<file path="config.mk">
export PLATFORM = sky130hd
export DESIGN_NAME = ptw_three_level
export DESIGN_NICKNAME = d
export VERILOG_FILES = /design/src/rtl/ptw_pkg.sv /design/src/rtl/ptw_addr_gen.sv /design/src/rtl/ptw_pte_decode.sv /design/src/rtl/ptw_three_level.sv
export SDC_FILE = /design/constraint.sdc
export NUM_CORES = 1
export LEC_CHECK = 0
export ABC_CLOCK_PERIOD_IN_PS = 8230
export BUFFER_PORTS_ARGS = -buffer_cell sky130_fd_sc_hd__buf_4
export CAP_MARGIN = 20
export CELL_PAD_IN_SITES_DETAIL_PLACEMENT = 0
export CELL_PAD_IN_SITES_GLOBAL_PLACEMENT = 1
export CORE_ASPECT_RATIO = 1.75
export CORE_MARGIN = 4
export CORE_UTILIZATION = 39
export DETAILED_ROUTE_END_ITERATION = 6
export PLACE_DENSITY = 0.92
export REMOVE_ABC_BUFFERS = 1
export SLEW_MARGIN = 20
export SYNTH_ARGS = -nofsm -noshare
export SYNTH_HDL_FRONTEND = slang
export SYNTH_SLANG_ARGS = --single-unit
</file>
<file path="constraint.sdc">
create_clock -name clk -period 8.23 [get_ports clk]
set_input_delay 1.646 -clock clk [delete_from_list [all_inputs] [get_ports clk]]
set_output_delay 1.646 -clock clk [all_outputs]
set_load 0.01 [all_outputs]
</file>
<file path="src/rtl/ptw_pkg.sv">
package ptw_pkg;

    typedef enum logic [1:0] {
        ST_IDLE   = 2'd0,
        ST_ISSUE  = 2'd1,
        ST_AWAIT  = 2'd2,
        ST_REPORT = 2'd3
    } walk_state_e;

    typedef enum logic [1:0] {
        FLT_NONE      = 2'd0,
        FLT_INVALID   = 2'd1,
        FLT_MISALIGN  = 2'd2,
        FLT_ROOT_LEAF = 2'd3
    } fault_e;

    typedef enum logic [1:0] {
        DEC_DESCEND    = 2'd0,
        DEC_LEAF_SMALL = 2'd1,
        DEC_LEAF_SUPER = 2'd2,
        DEC_FAULT      = 2'd3
    } decode_e;

endpackage

</file>
<file path="src/rtl/ptw_addr_gen.sv">
module ptw_addr_gen #(
    parameter int VPN_W   = 33,
    parameter int PA_W    = 36,
    parameter int L1_BITS = 10,
    parameter int L2_BITS = 10,
    parameter int L3_BITS = 13,
    parameter int PTE_W   = 32
) (
    input  logic [1:0]       level,
    input  logic [VPN_W-1:0] vpn,
    input  logic [PA_W-1:0]  base,
    output logic [PA_W-1:0]  addr
);
    localparam int PTE_LOG = $clog2(PTE_W / 8);

    logic [PA_W-1:0] idx;

    // Each level takes its own slice of the page number, top slice first.
    always_comb begin
        unique case (level)
            2'd0:    idx = PA_W'(vpn[VPN_W-1 -: L1_BITS]);
            2'd1:    idx = PA_W'(vpn[L3_BITS +: L2_BITS]);
            default: idx = PA_W'(vpn[L3_BITS-1:0]);
        endcase
        addr = base + (idx << PTE_LOG);
    end
endmodule

</file>
<file path="src/rtl/ptw_pte_decode.sv">
module ptw_pte_decode
    import ptw_pkg::*;
#(
    parameter int PTE_W       = 32,
    parameter int PPN_W       = 25,
    parameter int ALIGN_BITS  = 13,
    parameter int LAST_LEVEL  = 2
) (
    input  logic [PTE_W-1:0] pte,
    input  logic [1:0]       level,
    output decode_e          kind,
    output fault_e           fault,
    output logic [PPN_W-1:0] ppn
);
    localparam int VALID_BIT = 0;
    localparam int LEAF_BIT  = 1;
    localparam int PPN_LSB   = 2;

    logic unused_hi;
    assign unused_hi = ^pte[PTE_W-1:PPN_LSB+PPN_W];

    always_comb begin
        ppn   = pte[PPN_LSB +: PPN_W];
        kind  = DEC_FAULT;
        fault = FLT_INVALID;
        if (!pte[VALID_BIT]) begin
            kind  = DEC_FAULT;
            fault = FLT_INVALID;
        end else if (!pte[LEAF_BIT]) begin
            if (level == 2'(LAST_LEVEL)) begin
                kind  = DEC_FAULT;
                fault = FLT_INVALID;
            end else begin
                kind  = DEC_DESCEND;
                fault = FLT_NONE;
            end
        end else begin
            unique case (level)
                2'd0: begin
                    kind  = DEC_FAULT;
                    fault = FLT_ROOT_LEAF;
                end
                2'd1: begin
                    if (|ppn[ALIGN_BITS-1:0]) begin
                        kind  = DEC_FAULT;
                        fault = FLT_MISALIGN;
                    end else begin
                        kind  = DEC_LEAF_SUPER;
                        fault = FLT_NONE;
                    end
                end
                default: begin
                    kind  = DEC_LEAF_SMALL;
                    fault = FLT_NONE;
                end
            endcase
        end
    end
endmodule

</file>
<file path="src/rtl/ptw_three_level.sv">
module ptw_three_level
    import ptw_pkg::*;
#(
    parameter int VA_W     = 44,
    parameter int PA_W     = 36,
    parameter int PAGE_OFS = 11,
    parameter int L1_BITS  = 10,
    parameter int L2_BITS  = 10,
    parameter int L3_BITS  = 13,
    parameter int PTE_W    = 32
) (
    input  logic                       clk,
    input  logic                       rst_n,
    input  logic                       miss_valid,
    output logic                       miss_ready,
    input  logic [VA_W-PAGE_OFS-1:0]   miss_vpn,
    input  logic [PA_W-1:0]            root_ptr,
    output logic                       mem_req_valid,
    input  logic                       mem_req_ready,
    output logic [PA_W-1:0]            mem_req_addr,
    input  logic                       mem_rsp_valid,
    input  logic [PTE_W-1:0]           mem_rsp_data,
    output logic                       fill_valid,
    output logic [1:0]                 fill_fault,
    output logic                       fill_super,
    output logic [VA_W-PAGE_OFS-1:0]   fill_tag,
    output logic [PA_W-PAGE_OFS-1:0]   fill_ppn
);
    localparam int VPN_W = VA_W - PAGE_OFS;
    localparam int PPN_W = PA_W - PAGE_OFS;

    walk_state_e       state_q, state_d;
    logic [VPN_W-1:0]  vpn_q;
    logic [PA_W-1:0]   base_q;
    logic [1:0]        lvl_q;
    fault_e            fault_q;
    logic              super_q;
    logic [PPN_W-1:0]  ppn_q;

    logic [PA_W-1:0]   pte_addr;
    decode_e           dec_kind;
    fault_e            dec_fault;
    logic [PPN_W-1:0]  dec_ppn;

    ptw_addr_gen #(
        .VPN_W(VPN_W), .PA_W(PA_W), .L1_BITS(L1_BITS),
        .L2_BITS(L2_BITS), .L3_BITS(L3_BITS), .PTE_W(PTE_W)
    ) addr_gen_i (
        .level(lvl_q), .vpn(vpn_q), .base(base_q), .addr(pte_addr)
    );

    ptw_pte_decode #(
        .PTE_W(PTE_W), .PPN_W(PPN_W), .ALIGN_BITS(L3_BITS), .LAST_LEVEL(2)
    ) pte_decode_i (
        .pte(mem_rsp_data), .level(lvl_q),
        .kind(dec_kind), .fault(dec_fault), .ppn(dec_ppn)
    );

    // State register
    always_ff @(posedge clk or negedge rst_n) begin
        if (!rst_n) state_q <= ST_IDLE;
        else        state_q <= state_d;
    end

    // Transitions
    always_comb begin
        state_d = state_q;
        unique case (state_q)
            ST_IDLE:   if (miss_valid)    state_d = ST_ISSUE;
            ST_ISSUE:  if (mem_req_ready) state_d = ST_AWAIT;
            ST_AWAIT:  if (mem_rsp_valid)
                           state_d = (dec_kind == DEC_DESCEND) ? ST_ISSUE : ST_REPORT;
            ST_REPORT: state_d = ST_IDLE;
            default:   state_d = ST_IDLE;
        endcase
    end

    // Walk context and result registers
    always_ff @(posedge clk or negedge rst_n) begin
        if (!rst_n) begin
            vpn_q   <= '0;
            base_q  <= '0;
            lvl_q   <= '0;
            fault_q <= FLT_NONE;
            super_q <= 1'b0;
            ppn_q   <= '0;
        end else begin
            if (state_q == ST_IDLE && miss_valid) begin
                vpn_q   <= miss_vpn;
                base_q  <= root_ptr;
                lvl_q   <= '0;
                fault_q <= FLT_NONE;
                super_q <= 1'b0;
                ppn_q   <= '0;
            end
            if (state_q == ST_AWAIT && mem_rsp_valid) begin
                unique case (dec_kind)
                    DEC_DESCEND: begin
                        base_q <= {dec_ppn, {PAGE_OFS{1'b0}}};
                        lvl_q  <= lvl_q + 2'd1;
                    end
                    DEC_LEAF_SMALL: ppn_q <= dec_ppn;
                    DEC_LEAF_SUPER: begin
                        ppn_q   <= dec_ppn;
                        super_q <= 1'b1;
                    end
                    default: fault_q <= dec_fault;
                endcase
            end
        end
    end

    // Outputs
    always_comb begin
        miss_ready    = (state_q == ST_IDLE);
        mem_req_valid = (state_q == ST_ISSUE);
        mem_req_addr  = pte_addr;
        fill_valid    = (state_q == ST_REPORT);
        fill_fault    = fault_q;
        fill_super    = super_q;
        fill_ppn      = ppn_q;
        fill_tag      = super_q ? {vpn_q[VPN_W-1:L3_BITS], {L3_BITS{1'b0}}} : vpn_q;
    end

    // Outstanding-read tracker used by the checks below
    logic req_pending;
    always_ff @(posedge clk or negedge rst_n) begin
        if (!rst_n)                              req_pending <= 1'b0;
        else if (mem_req_valid && mem_req_ready) req_pending <= 1'b1;
        else if (mem_rsp_valid)                  req_pending <= 1'b0;
    end

    assert_one_outstanding_R9: assert property (@(posedge clk) disable iff (!rst_n)
        req_pending |-> !mem_req_valid);

    assert_req_hold_R9: assert property (@(posedge clk) disable iff (!rst_n)
        (mem_req_valid && !mem_req_ready) |=> (mem_req_valid && $stable(mem_req_addr)));

    assert_fill_pulse_R10: assert property (@(posedge clk) disable iff (!rst_n)
        fill_valid |=> !fill_valid);

    assert_fault_clean_R10: assert property (@(posedge clk) disable iff (!rst_n)
        (fill_valid && fill_fault != 2'd0) |-> (!fill_super && fill_ppn == '0));

    assert_super_aligned_R5: assert property (@(posedge clk) disable iff (!rst_n)
        (fill_valid && fill_super) |->
            (fill_fault == 2'd0 && fill_ppn[L3_BITS-1:0] == '0 && fill_tag[L3_BITS-1:0] == '0));

endmodule

</file>
==> summary.txt, run 1 <==
Placement
  • Final Wtd Congestion: 0.7929
  • Hpwl dp: between 10000 and 15000 um
  • Port Buffers: 200

Detailed routing
  • First-pass DRT Iterations: 5
  • Vias: 5247
  • Initial DRC Count: 221
  • Routed len/inst: approximately 17 um
  • Via-to-Cell Ratio: approximately 5.1
  • Antenna-violating nets left: 0
  • Post-Route WL: 17020 um
  • Drt drc: 0

Clock network
  • Post-CTS Hold Fix Bufs: 0
  • Num CTS Buffers: 9
  • Worst skew pair latency: 0.34 ns
  • Post-CTS Setup Inserts: 0
  • # clock sinks: 101
  • Reg clk slew, reported paths: 0.07 ns
  • CTS tree: done
  • Longest Clk Path Bufs: 2
  • Root Buffer Master: clkbuf_16
  • H-tree level count: 3
  • Post-CTS sizing: 0

Timing
  • Max Clk Rate: 173.6 MHz
  • Slew @ Worst Pin: about 1.2 ns
  • Final period utilization: 69.97%
  • Fin crit period: 5.759 ns
  • Post-Route Setup TNS: 0 ns
  • Clock Skews: 0.01180 ns
  • Fin. Hold Viols: 0
  • RSZ-0062 raised after global routing: no
  • Max_slew headroom: a little under a quarter
  • Final setup fails: 0
  • Slew Limit Fails: 0

Power and ir drop
  • Clk pwr share: 16.5%
  • Cell area power density: 376.9 nW/um2
  • Sequential share of power: 31.3%
  • Tot Pwr: 2814 uW
  • Maximum VDD drop: around 0.00030 V
  • P_leak: 0.003917 uW
  • Int Pwr: 1673 uW
  • Logic pwr share: between 50% and 60%
  • P_sw: about 1100 uW
  • Switching share of power: 40.55%

Yosys
  • Cell variety after synth: 52
  • Most frequent cell after synthesis: nand2_1
  • Post-Syn Instances: 688
  • Top cells by area, synth: dfrtp_1, nand2_1, ha_1, xor2_1, buf_4
  • YS warnings: 0
  • Post-synth top cells: nand2_1, dfrtp_1, nor2_1
  • Number of synthesized flops with an enable pin: 0
  • FF+latch count, synth: 101
  • Mapped Avg Cell Area: 8.253 um2
  • Most used DFF post-synth: dfrtp_1
  • Register area share after synthesis: roughly 45%
  • Area leader, netlist: dfrtp_1
  • Asr flop ratio synth: 100.0%
  • Synth top area share: 44.51%
  • Synthesized area: 5678 um2

Floorplanning
  • Die ar.: 16630 um2
  • Boundary pin count: 206
  • Die width: 99.21 um
  • Initial core utilization: 39.72%
  • Cell Rows: 58
  • CORE AREA: 14300 um2
  • Die height: 167.6 um

Global route
  • Remaining Overflow, GRT: 0
  • Vias in the first global route: 5213
  • GRT Total Usage: 20.25%
  • Initial antenna violation count: 0
  • Pin count of the biggest net entering global routing: approximately 100
  • First-pass GRT wire length: approximately 27000 um

Setup path
  • Element type at the critical path end: primary output
  • CP Cell Sequence: inv_1, ha_1, nor2_1, buf_4, nand2_1, nand2_1, fa_1, a21o_1, a221oi_2, a21oi_2, a221oi_4, nor4b_1, xor2_1, buf_4
  • CP Max Fanout: 15
  • Arr. time, crit path: 4.11 ns
  • CP bufs+invs: 3
  • Critical Setup Path Class: reg2out
  • Critical Path Slowest Stage Cell: ha_1
  • Crit path max-delay family: compound AO/OA/AOI/OAI gates
  • CP Launch Type: flop
  • Required @ worst endpoint: 6.58 ns
  • Slowest stage delay, CP: 0.57 ns

Final layout
  • Multi-input logic area: 2844 um2
  • Fillers: around 1.4k
  • Final design utilization: 52.22%
  • Final net count: 972
  • Ant. Diodes: 0
  • Sequential cell area: 2527 um2
  • Layout cells sized above 1: between 20% and 30%
  • Synth-to-Final Area Change: 31.49%

Worst hold path
  • Hold Crit Class: reg2reg

Run status
  • Outcome: complete, no violations

Flow run
  • Number of max-cap violations: 0
==> power by group through the flow <==
stage               Clock, uW  Combinational [uW]  Sequential, uW
finish                    466                1470             881
global route              496                1620             912
floorplan                   0                 772             887
detailed placement          0                1480             892
CTS                       477                1490             883
global placement            0                1470             886
==> path summary, 6_finish.rpt <==
check | end | slack [ns] | cells past startpoint | startpoint
min reg2reg | vpn_q[6]$_DFFE_PN0P_ | 0.49 | 2 | vpn_q[6]$_DFFE_PN0P_
min | vpn_q[6]$_DFFE_PN0P_ | 0.49 | 2 | vpn_q[6]$_DFFE_PN0P_
max | mem_req_addr[30] | 2.47 | 14 | lvl_q[0]$_DFF_PN0_
max in group asynchronous | state_q[0]$_DFFE_PN0P_ | 5.70 | 2 | rst_n
min in group asynchronous | fill_ppn[5]$_DFF_PN0_ | 1.34 | 1 | rst_n
max reg2reg | fill_ppn[12]$_DFF_PN0_ | 4.85 | 10 | lvl_q[0]$_DFF_PN0_
==> layer usage <==
metal | track usage (%) | share of wire [%] | vias to the layer above
li1 | - | - | 2565
met4 | 7.194 | 2.7 | 0
met1 | 22.38 | 38 | 2482
met3 | 3.960 | 6.1 | 30
met2 | 37.70 | 53 | 170
met5 | 0 | 0 | -
==> tightest hold or removal path, delay by kind of cell (launching register included) <==
family        cells  cell delay [ns]
flops             1             0.36
simple gates      2             0.11
==> cell families after synthesis <==
group,Yosys count,synth area share [%]
AO/OA/AOI/OAI,88,10.11
AND/OR/NAND/NOR,384,29.97
XOR/XNOR,32,4.936
adder cells (fa/ha/maj),21,4.760
buffers and inverters,62,5.707
flip-flops,101,44.51
==> through the flow <==
stage                     hold WS, ns  cell area [um2]  cells  setup WS [ns]
final                          0.4939             7466   1029          2.471
after global routing           0.5122             7466   1029          2.140
after CTS                      0.4976             7457   1029          2.432
after detailed placement       0.4814             7134   1014          2.813
after global placement         0.4705             7134   1014          2.802
after floorplan                0.4516             5369    630          3.444
==> cell type report <==
cell class              instances  area share [%]
multi-input cells             525           38.09
flip-flops and latches        101           33.85
repair buffers                204           20.51
clock buffers                  10           3.201
well taps                     180           3.017
clock inverters                 5           1.123
inverters                       4          0.2011
==> cells in the final DEF, fill, tap and decap left out, types with 3 or more instances in the layout <==
| cell | instances |
|---|---|
| nor2_1 | 34 |
| a22oi_1 | 10 |
| nand2b_1 | 3 |
| xnor2_1 | 8 |
| o21ai_0 | 14 |
| and2_1 | 7 |
| a21oi_1 | 21 |
| nor4_1 | 4 |
| inv_1 | 4 |
| nor3_1 | 6 |
| xor2_1 | 24 |
| dfrtp_1 | 101 |
| nand3_1 | 28 |
| nor2b_1 | 18 |
| nand2_1 | 257 |
| a31oi_1 | 26 |
| buf_4 | 204 |
| and3_1 | 4 |
| clkbuf_16 | 9 |
| a21o_1 | 4 |
| ha_1 | 20 |
| nand4_1 | 3 |
==> sequential cells by signal, indices dropped and copies added (netlist names) <==
signal and count:
fill_fault 2, fill_ppn 25, base_q 36, lvl_q 2
vpn_q 33, state_q 2, fill_super 1
(Power assumes the default switching activity.)
==> inputs of run 2 (changes only) <==
ABC_CLOCK_PERIOD_IN_PS = 5900   (was 8230)
CORE_UTILIZATION = 36   (was 39)
PLACE_DENSITY = 0.86   (was 0.92)
clock period = 5.9 ns   (was 8.23 ns; I/O delays follow)
==> run 2 against run 1 <==
  * Clock-buffer cell count rose by 1
  * Clock skew fell by 0.0028 ns
  * Die area rose by 7.8%
  * Power rose by 38%
  * Register-to-register slack got worse by 2.1 ns
  * Critical path type unchanged
  * Highest routed layer unchanged
==> summary.txt, run 2 (synthesis results as in run 1) <==
Run status
  • Outcome: complete, no violations (unchanged)

Final layout
  • Synth-to-Final Area Change: 31.45% (was 31.49%)
  • Final design utilization: 48.26% (was 52.22%)
  • Final net count: 975 (was 972)
  • Commonest non-fill, non-tap cell in the layout: nand2_1 (unchanged)
  • Max reg flops: 36 (unchanged)
  • Layout cells sized above 1: 27.90% (was 27.33%)
  • Ant. Diodes: 0 (unchanged)
  • Most frequent cells in the layout: nand2_1, buf_4, dfrtp_1, nor2_1, nand3_1 (unchanged)
  • Biggest register: base_q (unchanged)

Setup path
  • Critical Setup Path Class: reg2out (unchanged)
  • CP bufs+invs: 3 (unchanged)
  • Arr. time, crit path: 3.93 ns (was 4.11 ns)
  • CP Cell Sequence: inv_1, ha_1, nor2_1, buf_4, nand2_1, nand2_1, ha_1, a211oi_1, o21bai_2, o2111ai_1, and4b_1, nor3_1, xor2_1, buf_4 (was inv_1, ha_1, nor2_1, buf_4, nand2_1, nand2_1, fa_1, a21o_1, a221oi_2, a21oi_2, a221oi_4, nor4b_1, xor2_1, buf_4)
  • Slowest stage delay, CP: 0.66 ns (was 0.57 ns)
  • CP Launch Type: flop (unchanged)
  • Critical Path Slowest Stage Cell: and4b_1 (was ha_1)
  • Required @ worst endpoint: 4.72 ns (was 6.58 ns)
  • Element type at the critical path end: primary output (unchanged)
  • CP Max Fanout: 11 (was 15)
  • Crit path max-delay family: simple AND/OR/NAND/NOR gates (was compound AO/OA/AOI/OAI gates)

Global route
  • GRT Total Usage: 19.57% (was 20.25%)
  • First-pass GRT wire length: 27420 um (was 26640 um)
  • Pin count of the biggest net entering global routing: 71 (was 99)
  • Initial antenna violation count: 0 (unchanged)
  • Remaining Overflow, GRT: 0 (unchanged)
  • Vias in the first global route: 5330 (was 5213)

Power and ir drop
  • P_leak: 0.003929 uW (was 0.003917 uW)
  • Cell area power density: 519.9 nW/um2 (was 376.9 nW/um2)
  • Maximum VDD drop: 0.0004261 V (was 0.0003040 V)

Placement
  • Setup WS pre-CTS: 1.126 ns (was 2.813 ns)
  • Port Buffers: 200 (unchanged)
  • Hpwl dp: 12660 um (was 12100 um)
  • Final Wtd Congestion: 0.7891 (was 0.7929)

Floorplanning
  • Die height: 174.1 um (was 167.6 um)
  • Initial core utilization: 36.72% (was 39.72%)
  • Cell Rows: 60 (was 58)
  • Boundary pin count: 206 (unchanged)
  • CORE AREA: 15460 um2 (was 14300 um2)
  • Die ar.: 17920 um2 (was 16630 um2)
  • Die width: 102.9 um (was 99.21 um)

Detailed routing
  • Drt drc: 0 (unchanged)
  • Vias: 5167 (was 5247)
  • Initial DRC Count: 197 (was 221)
  • Via-to-Cell Ratio: 4.973 (was 5.099)
  • Routed len/inst: 16.78 um (was 16.54 um)
  • Antenna-violating nets left: 0 (unchanged)
  • Post-Route WL: 17430 um (was 17020 um)
  • First-pass DRT Iterations: 6 (was 5)

Worst hold path
  • Hold Crit Class: reg2reg (unchanged)

Timing
  • RSZ-0062 raised after global routing: no (unchanged)
  • Final setup fails: 0 (unchanged)
  • Slew Limit Fails: 0 (unchanged)
  • Fin crit period: between 5 and 6 ns
  • Slew @ Worst Pin: 1.118 ns (was 1.153 ns)
  • Clock Skews: 0.008979 ns (was 0.01180 ns)
  • Max Clk Rate: ~200 MHz
  • Min setup slack post-route: 0.7889 ns (was 2.471 ns)
  • Max_slew headroom: 25.29% (was 23.16%)
  • Final period utilization: between 80% and 90%
  • Worst hold slack: 0.4824 ns (was 0.4939 ns)
  • Post-Route Setup TNS: 0 ns (unchanged)
  • Fin. Hold Viols: 0 (unchanged)

Clock network
  • # clock sinks: 101 (unchanged)
  • H-tree level count: 3 (unchanged)
  • Post-CTS Hold Fix Bufs: 0 (unchanged)
  • Post-CTS Setup Inserts: 0 (unchanged)
  • Longest Clk Path Bufs: 2 (unchanged)
  • Post-CTS sizing: 0 (unchanged)
  • Worst skew pair latency: 0.34 ns (about the same)
  • Root Buffer Master: clkbuf_16 (unchanged)
  • Reg clk slew, reported paths: 0.07 ns (about the same)
  • CTS tree: done (unchanged)
  • Num CTS Buffers: 9 (unchanged)

Flow run
  • Number of max-cap violations: 0 (unchanged)
[run 2: where the power goes]
part           switching [uW]  internal, uW
logic                    1090           977
clock network             273           314
registers                 246           978
[run 2: worst reg2reg max path, cell delays in order, from the launching register on]
cell,delay (ns)
dfrtp_1,0.39
inv_1,0.09
ha_1,0.21
buf_4,0.20
nor4_1,0.18
nand4_1,0.26
nor3b_1,0.24
o21ai_0,0.13
ha_1,0.32
nand2_1,0.82
nand3_1,0.19
nand2_1,0.11
[run 2: cell type report]
class                   instances  area [um2]
clock buffers                  11       252.7
flip-flops and latches        101        2527
repair buffers                207        1554
inverters                       4       15.01
clock inverters                 5       42.54
well taps                     186       232.7
multi-input cells             525        2839
fillers                      1569        8001
[run 2: layer usage]
metal,up-vias,wire length (um),global-route usage (%)
met5,-,0,0
met4,0,233,5.186
li1,2566,-,-
met2,138,9554,36.52
met1,2452,6681,22.24
met3,11,965,3.293
[run 2: per-stage QoR]
step / cell area, um2 / std cells / power (uW)
6_report: 7463 / 1039 / 3880
5_1_grt: 7463 / 1039 / 4190
4_1_cts: 7462 / 1039 / 3939
3_5_place_dp: 7167 / 1023 / 3330
3_3_place_gp: 7167 / 1023 / 3308
2_1_floorplan: 5369 / 630 / 2314
[run 2: final timing paths]
| kind | from | end | slack (ns) | depth (start not counted) |
|---|---|---|---|---|
| min in group asynchronous | rst_n | fill_ppn[7]$_DFF_PN0_ | 0.89 | 1 |
| hold / removal | vpn_q[11]$_DFFE_PN0P_ | vpn_q[11]$_DFFE_PN0P_ | 0.48 | 2 |
| setup / recovery | lvl_q[0]$_DFF_PN0_ | mem_req_addr[17] | 0.79 | 14 |
| setup reg to reg | lvl_q[0]$_DFF_PN0_ | fill_ppn[5]$_DFF_PN0_ | 2.70 | 11 |
| max in group asynchronous | rst_n | lvl_q[0]$_DFF_PN0_ | 3.85 | 2 |
| hold reg to reg | vpn_q[11]$_DFFE_PN0P_ | vpn_q[11]$_DFFE_PN0P_ | 0.48 | 2 |
